--- src/rtl/aux_mbx_pkg.sv ---
package aux_mbx_pkg;
  typedef enum logic [1:0] {
    CYC_IDLE   = 2'd0,
    CYC_SETUP  = 2'd1,
    CYC_STROBE = 2'd2
  } cyc_state_t;

  localparam logic [1:0] IDX_CMD  = 2'd0;
  localparam logic [1:0] IDX_STAT = 2'd1;
  localparam logic [1:0] IDX_IRQ  = 2'd2;
  localparam logic [1:0] IDX_IEN  = 2'd3;

  localparam int HOST_W = 16;
endpackage

--- src/rtl/aux_cycle_engine.sv ---
module aux_cycle_engine
  import aux_mbx_pkg::*;
#(
  parameter int N_CS    = 8,
  parameter int ADR_W   = 3,
  parameter int DAT_W   = 8,
  parameter int TMO     = 255,
  parameter int MIN_STB = 2
) (
  input  logic                     clk,
  input  logic                     rst_n,
  input  logic                     start,
  input  logic [$clog2(N_CS)-1:0]  sel_in,
  input  logic [ADR_W-1:0]         adr_in,
  input  logic                     rnw_in,
  input  logic [DAT_W-1:0]         wdat_in,
  input  logic                     rdy,
  input  logic                     wt,
  input  logic [DAT_W-1:0]         din,
  output logic [N_CS-1:0]          cs_n,
  output logic [ADR_W-1:0]         adr,
  output logic [DAT_W-1:0]         dout,
  output logic                     doe,
  output logic                     rd_n,
  output logic                     wr_n,
  output logic                     busy,
  output logic                     fin,
  output logic                     tmo_hit,
  output logic [DAT_W-1:0]         rdat
);
  localparam int SEL_W = $clog2(N_CS);
  localparam int CNT_W = $clog2(TMO + 1);

  cyc_state_t        state_q, state_d;
  logic [CNT_W-1:0]  cnt_q, cnt_d;
  logic [SEL_W-1:0]  sel_q, sel_d;
  logic [ADR_W-1:0]  adr_q, adr_d;
  logic              rnw_q, rnw_d;
  logic [DAT_W-1:0]  wdat_q, wdat_d;
  logic [DAT_W-1:0]  rdat_q, rdat_d;
  logic              active;

  always_comb begin
    state_d = state_q;
    cnt_d   = cnt_q;
    sel_d   = sel_q;
    adr_d   = adr_q;
    rnw_d   = rnw_q;
    wdat_d  = wdat_q;
    rdat_d  = rdat_q;
    fin     = 1'b0;
    tmo_hit = 1'b0;
    case (state_q)
      CYC_IDLE: begin
        if (start) begin
          sel_d   = sel_in;
          adr_d   = adr_in;
          rnw_d   = rnw_in;
          wdat_d  = wdat_in;
          state_d = CYC_SETUP;
        end
      end
      CYC_SETUP: begin
        cnt_d   = '0;
        state_d = CYC_STROBE;
      end
      CYC_STROBE: begin
        if (cnt_q >= CNT_W'(MIN_STB - 1) && rdy && !wt) begin
          fin     = 1'b1;
          rdat_d  = din;
          state_d = CYC_IDLE;
        end else if (cnt_q == CNT_W'(TMO - 1)) begin
          fin     = 1'b1;
          tmo_hit = 1'b1;
          rdat_d  = din;
          state_d = CYC_IDLE;
        end else begin
          cnt_d = cnt_q + 1'b1;
        end
      end
      default: state_d = CYC_IDLE;
    endcase
  end

  always_ff @(posedge clk or negedge rst_n) begin
    if (!rst_n) begin
      state_q <= CYC_IDLE;
      cnt_q   <= '0;
      sel_q   <= '0;
      adr_q   <= '0;
      rnw_q   <= 1'b0;
      wdat_q  <= '0;
      rdat_q  <= '0;
    end else begin
      state_q <= state_d;
      cnt_q   <= cnt_d;
      sel_q   <= sel_d;
      adr_q   <= adr_d;
      rnw_q   <= rnw_d;
      wdat_q  <= wdat_d;
      rdat_q  <= rdat_d;
    end
  end

  assign active = (state_q != CYC_IDLE);

  for (genvar g = 0; g < N_CS; g++) begin : g_cs
    assign cs_n[g] = !(active && (sel_q == SEL_W'(g)));
  end

  assign adr  = adr_q;
  assign dout = wdat_q;
  assign doe  = active && !rnw_q;
  assign rd_n = !((state_q == CYC_STROBE) && rnw_q);
  assign wr_n = !((state_q == CYC_STROBE) && !rnw_q);
  assign busy = active;
  assign rdat = rdat_q;
endmodule

--- src/rtl/aux_irq_collect.sv ---
module aux_irq_collect #(
  parameter int N_IRQ = 2
) (
  input  logic             clk,
  input  logic             rst_n,
  input  logic [N_IRQ-1:0] irq_in,
  input  logic             clr_we,
  input  logic [N_IRQ-1:0] clr_mask,
  input  logic             en_we,
  input  logic [N_IRQ-1:0] en_val,
  output logic [N_IRQ-1:0] stat,
  output logic [N_IRQ-1:0] en,
  output logic             irq_o
);
  logic [N_IRQ-1:0] prev_q;

  for (genvar i = 0; i < N_IRQ; i++) begin : g_line
    logic rise, stat_d, stat_ce;
    assign rise    = irq_in[i] && !prev_q[i];
    assign stat_ce = rise || (clr_we && clr_mask[i]);
    assign stat_d  = rise;

    always_ff @(posedge clk or negedge rst_n) begin
      if (!rst_n) begin
        prev_q[i] <= 1'b0;
        stat[i]   <= 1'b0;
        en[i]     <= 1'b0;
      end else begin
        prev_q[i] <= irq_in[i];
        if (stat_ce) stat[i] <= stat_d;
        if (en_we)   en[i]   <= en_val[i];
      end
    end
  end

  assign irq_o = |(stat & en);
endmodule

--- src/rtl/aux_mailbox_bridge.sv ---
module aux_mailbox_bridge
  import aux_mbx_pkg::*;
#(
  parameter int N_CS  = 8,
  parameter int ADR_W = 3,
  parameter int DAT_W = 8,
  parameter int N_IRQ = 2,
  parameter int TMO   = 255
) (
  input  logic              clk,
  input  logic              rst_n,
  input  logic              host_we,
  input  logic [1:0]        host_addr,
  input  logic [15:0]       host_wdata,
  output logic [15:0]       host_rdata,
  output logic [N_CS-1:0]   aux_cs_n,
  output logic [ADR_W-1:0]  aux_adr,
  output logic [DAT_W-1:0]  aux_dout,
  output logic              aux_doe,
  input  logic [DAT_W-1:0]  aux_din,
  output logic              aux_rd_n,
  output logic              aux_wr_n,
  input  logic              aux_rdy,
  input  logic              aux_wait,
  input  logic [N_IRQ-1:0]  aux_irq,
  output logic              irq_o
);
  localparam int SEL_W   = $clog2(N_CS);
  localparam int ADR_LSB = SEL_W;
  localparam int RNW_BIT = SEL_W + ADR_W;
  localparam int DAT_LSB = 8;

  logic             busy, fin, tmo_hit, accept;
  logic             done_q, done_d, err_q, err_d;
  logic [DAT_W-1:0] rdat;
  logic [N_IRQ-1:0] irq_stat, irq_en;

  assign accept = host_we && (host_addr == IDX_CMD) && !busy;

  aux_cycle_engine #(
    .N_CS(N_CS), .ADR_W(ADR_W), .DAT_W(DAT_W), .TMO(TMO), .MIN_STB(2)
  ) u_eng (
    .clk     (clk),
    .rst_n   (rst_n),
    .start   (accept),
    .sel_in  (host_wdata[SEL_W-1:0]),
    .adr_in  (host_wdata[ADR_LSB +: ADR_W]),
    .rnw_in  (host_wdata[RNW_BIT]),
    .wdat_in (host_wdata[DAT_LSB +: DAT_W]),
    .rdy     (aux_rdy),
    .wt      (aux_wait),
    .din     (aux_din),
    .cs_n    (aux_cs_n),
    .adr     (aux_adr),
    .dout    (aux_dout),
    .doe     (aux_doe),
    .rd_n    (aux_rd_n),
    .wr_n    (aux_wr_n),
    .busy    (busy),
    .fin     (fin),
    .tmo_hit (tmo_hit),
    .rdat    (rdat)
  );

  aux_irq_collect #(.N_IRQ(N_IRQ)) u_irq (
    .clk      (clk),
    .rst_n    (rst_n),
    .irq_in   (aux_irq),
    .clr_we   (host_we && (host_addr == IDX_IRQ)),
    .clr_mask (host_wdata[N_IRQ-1:0]),
    .en_we    (host_we && (host_addr == IDX_IEN)),
    .en_val   (host_wdata[N_IRQ-1:0]),
    .stat     (irq_stat),
    .en       (irq_en),
    .irq_o    (irq_o)
  );

  always_comb begin
    done_d = done_q;
    err_d  = err_q;
    if (accept) begin
      done_d = 1'b0;
      err_d  = 1'b0;
    end else if (fin) begin
      done_d = 1'b1;
      err_d  = tmo_hit;
    end
  end

  always_ff @(posedge clk or negedge rst_n) begin
    if (!rst_n) begin
      done_q <= 1'b0;
      err_q  <= 1'b0;
    end else begin
      done_q <= done_d;
      err_q  <= err_d;
    end
  end

  always_comb begin
    host_rdata = '0;
    case (host_addr)
      IDX_STAT: begin
        host_rdata[0]                = busy;
        host_rdata[1]                = done_q;
        host_rdata[2]                = err_q;
        host_rdata[DAT_LSB +: DAT_W] = rdat;
      end
      IDX_IRQ: host_rdata[N_IRQ-1:0] = irq_stat;
      IDX_IEN: host_rdata[N_IRQ-1:0] = irq_en;
      default: host_rdata = '0;
    endcase
  end
endmodule

--- config.mk ---
export PLATFORM = sky130hd
export DESIGN_NAME = aux_mailbox_bridge
export DESIGN_NICKNAME = d
export VERILOG_FILES = /design/src/rtl/aux_mbx_pkg.sv /design/src/rtl/aux_cycle_engine.sv /design/src/rtl/aux_irq_collect.sv /design/src/rtl/aux_mailbox_bridge.sv
export SDC_FILE = /design/constraint.sdc
export NUM_CORES = 1
export LEC_CHECK = 0
export ABC_AREA = 0
export BUFFER_PORTS_ARGS = -buffer_cell sky130_fd_sc_hd__buf_2
export CAP_MARGIN = 40
export CORE_MARGIN = 1.5
export CORE_UTILIZATION = 30
export CTS_BUF_LIST = sky130_fd_sc_hd__clkbuf_8
export CTS_CLUSTER_SIZE = 30
export DETAILED_ROUTE_END_ITERATION = 10
export SETUP_SLACK_MARGIN = 0.2
export SLEW_MARGIN = 0
export SYNTH_ARGS = -nofsm -noshare
export SYNTH_HDL_FRONTEND = slang
export SYNTH_SLANG_ARGS = --single-unit
--- constraint.sdc ---
create_clock -name clk -period 4.1 [get_ports clk]
set_clock_uncertainty 0.1 [all_clocks]
set_input_delay 0.82 -clock clk [delete_from_list [all_inputs] [get_ports clk]]
set_output_delay 0.82 -clock clk [all_outputs]
set_load 0.005 [all_outputs]
==> impl_metrics.tcl <==
set metrics [dict create \
    report.final.slew_viol_count 0 \
    switchingPower_w 0.000438 \
    internal_power_w 0.000970 \
    initial_utilization 0.313 \
    area_growth_syn_to_layout_pct 24.4 \
    grt_pass1_vias 1551 \
    synth_cells 200 \
    ir_drop_v 0.000281 \
    final-instance-count-excl-fill 362 \
    synth_top_cell_by_area "dfrtp_1" \
    place_inst 354 \
    dp_hpwl_um 3410 \
    vias_per_cell 4.75 \
    crit_path_end_kind "primary output" \
    worst_pin_slew_ns 0.780 \
    drc 0 \
    wl_per_cell_um 12.6 \
    synth-warning-count 0 \
    worstSetupStartpointType "primary input" \
    period_minus_slack_ns 2.80 \
    hold_class "primary input to async pin" \
    portBuffers 65 \
    cp_max_fo 11 \
    overflow 0 \
    hold_buffers 0 \
    cts_setup_buffers 0 \
    yosysUniqueCellTypes 42 \
    core_area_sq_um 6830 \
    nets 305 \
    setup_viol 0 \
    grt_max_degree 31 \
    relSlewSlack 0.480 \
    gp_congestion 0.885 \
    swShare 0.311 \
    cts.clk_slew.worst_paths_ns 0.08 \
    syn_avg_cell_area_sq_um 10.7 \
    seq_area_frac_synth 0.479 \
    cts_buffer_depth 2 \
    synth.top_cells.by_area "dfrtp_1, mux2_2, ha_1" \
    p_leak_nw 1.22 \
    max_freq_ghz 0.357 \
    status "finished clean" \
    dr_total_vias 1720 \
    synthesis.area_sq_um 2140 \
    num_io_pins 72 \
    cts_resized 0 \
    die_w_um 87.5 \
    ant_nets 0 \
    clockPowerShare 0.242 \
    fp.dieH_um 87.5 \
    timing_hold_violations_final 0 \
    worstSetupPathType "primary input to primary output" \
    period_share 0.684 \
    n_antenna_cell 0 \
    grt_pass1_wl_um 7280 \
    cts_htree_levels 2 \
    power_w 0.00141 \
    cts_made_buffers 5 \
    synth.top_cell.area_share 0.479 \
    grt_use_total 0.122 \
    die_area_sq_um 7650 \
    drt_pass1_iterations 4 \
    p_per_area_nw_per_um2 528 \
    synthArstFlopShare 1.00 \
    drtIter0Drc 142 \
    ctsRootBufferMaster "clkbuf_8" \
    cts.sinks 41 \
    synthFlopType "dfrtp_1" \
    fin_setup_tns_ns 0 \
    grt_antenna_before_repair 0 \
    combPwrFrac 0.321 \
    wl_um 4560 \
    rows 30 \
    rsz0062_at_grt "no" \
    ys_seq_elements 41 \
    pwr-share-seq 0.437 \
    cp.required_ns 3.18 \
    worstPathArrival_ns 1.88 \
    cts_tree "yes" \
    drive_above_1_share 0.406 \
    synth-edff-count 0 \
    clk-insertion-delay-late_ns 0.29 \
    drv_cap 0 \
    nFillCells 708 \
]
==> kinds of logic (layout without fill, tap and decap cells) <==
| family | Yosys count | after routing | synth area share |
|---|---|---|---|
| DFF | 41 | 41 | 0.479 |
| other | 1 | 5 | 0.00175 |
| muxes | 26 | 26 | 0.137 |
| AOI/OAI and AO/OA | 30 | 30 | 0.103 |
| and+or+nand+nor | 70 | 70 | 0.179 |
| adders and majority gates | 7 | 7 | 0.0409 |
| buffers and inverters | 25 | 87 | 0.0590 |
==> final timing paths <==
check                           endpoint             from  cells after the start  slack (ns)
max in group asynchronous    u_irq.en[0]            rst_n                      2        3.13
hold / removal               u_eng.rnw_q            rst_n                      1        0.31
setup reg to reg           u_eng.rdat[2]   u_eng.cnt_q[1]                      6        1.70
setup / recovery           host_rdata[1]     host_addr[0]                      4        1.30
min in group clk           u_irq.stat[1]  u_irq.prev_q[1]                      1        0.32
hold reg to reg            u_irq.stat[1]  u_irq.prev_q[1]                      1        0.32
==> worst max-delay path, cell delays in order <==
cell and delay, ns:
buf_2 0.13, nor2b_1 0.57, a22o_1 0.24, buf_2 0.12
==> placed cells by master (no fill, tap or decap), types with 2 or more instances in the layout <==
cell type  count
buf_2         65
mux2_2        26
and2_1        10
nor4_1         2
a21oi_1        2
a31o_2         2
conb_1         5
ha_1           7
nand4_1        2
o21ai_0       10
clkbuf_8       6
nor2b_1        4
a22o_1         3
nand2b_1       2
a32o_1         3
o311ai_0       2
inv_1         13
nand3_1       13
nand2_1       15
nor2_1         9
nor3_1         3
dfrtp_1       41
==> routing by layer <==
| layer | up-vias | global-route usage | routed length (um) | part of all wire |
|---|---|---|---|---|
| met1 | 829 | 0.160 | 2110 | 0.46 |
| met4 | 0 | 0.0390 | 46 | 0.010 |
| met3 | 5 | 0.0303 | 256 | 0.056 |
| met5 | - | 0 | 0 | 0 |
| met2 | 57 | 0.196 | 2140 | 0.47 |
| li1 | 829 | - | - | - |
==> cells in the mapped netlist (2+ instances only) <==
cell type / n
dfrtp_1: 41
mux2_2: 26
nand2_1: 15
inv_1: 13
nand3_1: 13
and2_1: 10
o21ai_0: 10
nor2_1: 9
ha_1: 7
buf_4: 5
nor2b_1: 4
a22o_1: 3
a32o_1: 3
buf_2: 3
clkbuf_1: 3
nor3_1: 3
a21oi_1: 2
a31o_2: 2
nand2b_1: 2
nand4_1: 2
nor4_1: 2
o311ai_0: 2
==> layout make-up <==
| type | count | area [sq um] | area share |
|---|---|---|---|
| repair buffers | 66 | 345 | 0.130 |
| clock buffers | 6 | 82.6 | 0.0310 |
| multi-input cells | 138 | 1000 | 0.377 |
| clock inverters | 2 | 37.5 | 0.0141 |
| well taps | 96 | 120 | 0.0451 |
| flip-flops and latches | 41 | 1030 | 0.385 |
| inverters | 13 | 48.8 | 0.0183 |
==> flip-flops by register name (all words and copies together), names as in the netlist, 2 cells and up <==
signal and count:
u_eng.cnt_q 8, u_eng.dout 8, u_eng.rdat 8, u_eng.adr 3
u_eng.sel_q 3, u_eng.state_q 2, u_irq.en 2, u_irq.prev_q 2
u_irq.stat 2
==> stage by stage <==
stage | setup WS, ns | area (sq um) | util | hold WS (ns)
4_1_cts | 1.26 | 2660 | 0.390 | 0.319
3_5_place_dp | 1.26 | 2540 | 0.372 | 0.314
6_report | 1.30 | 2660 | 0.390 | 0.311
5_1_grt | 1.17 | 2660 | 0.390 | 0.330
2_1_floorplan | 1.83 | 2160 | - | 0.300
3_3_place_gp | 1.25 | 2520 | 0.369 | 0.304
==> power by group through the flow <==
stage                     clock network, W  registers, W  logic (W)
after floorplan                          0      0.000610   0.000290
final                             0.000341      0.000615   0.000452
after global placement                   0      0.000614   0.000446
after detailed placement                 0      0.000622   0.000456
after CTS                         0.000353      0.000616   0.000459
after global routing              0.000369      0.000633   0.000504
Power figures use the tool's default switching activity.
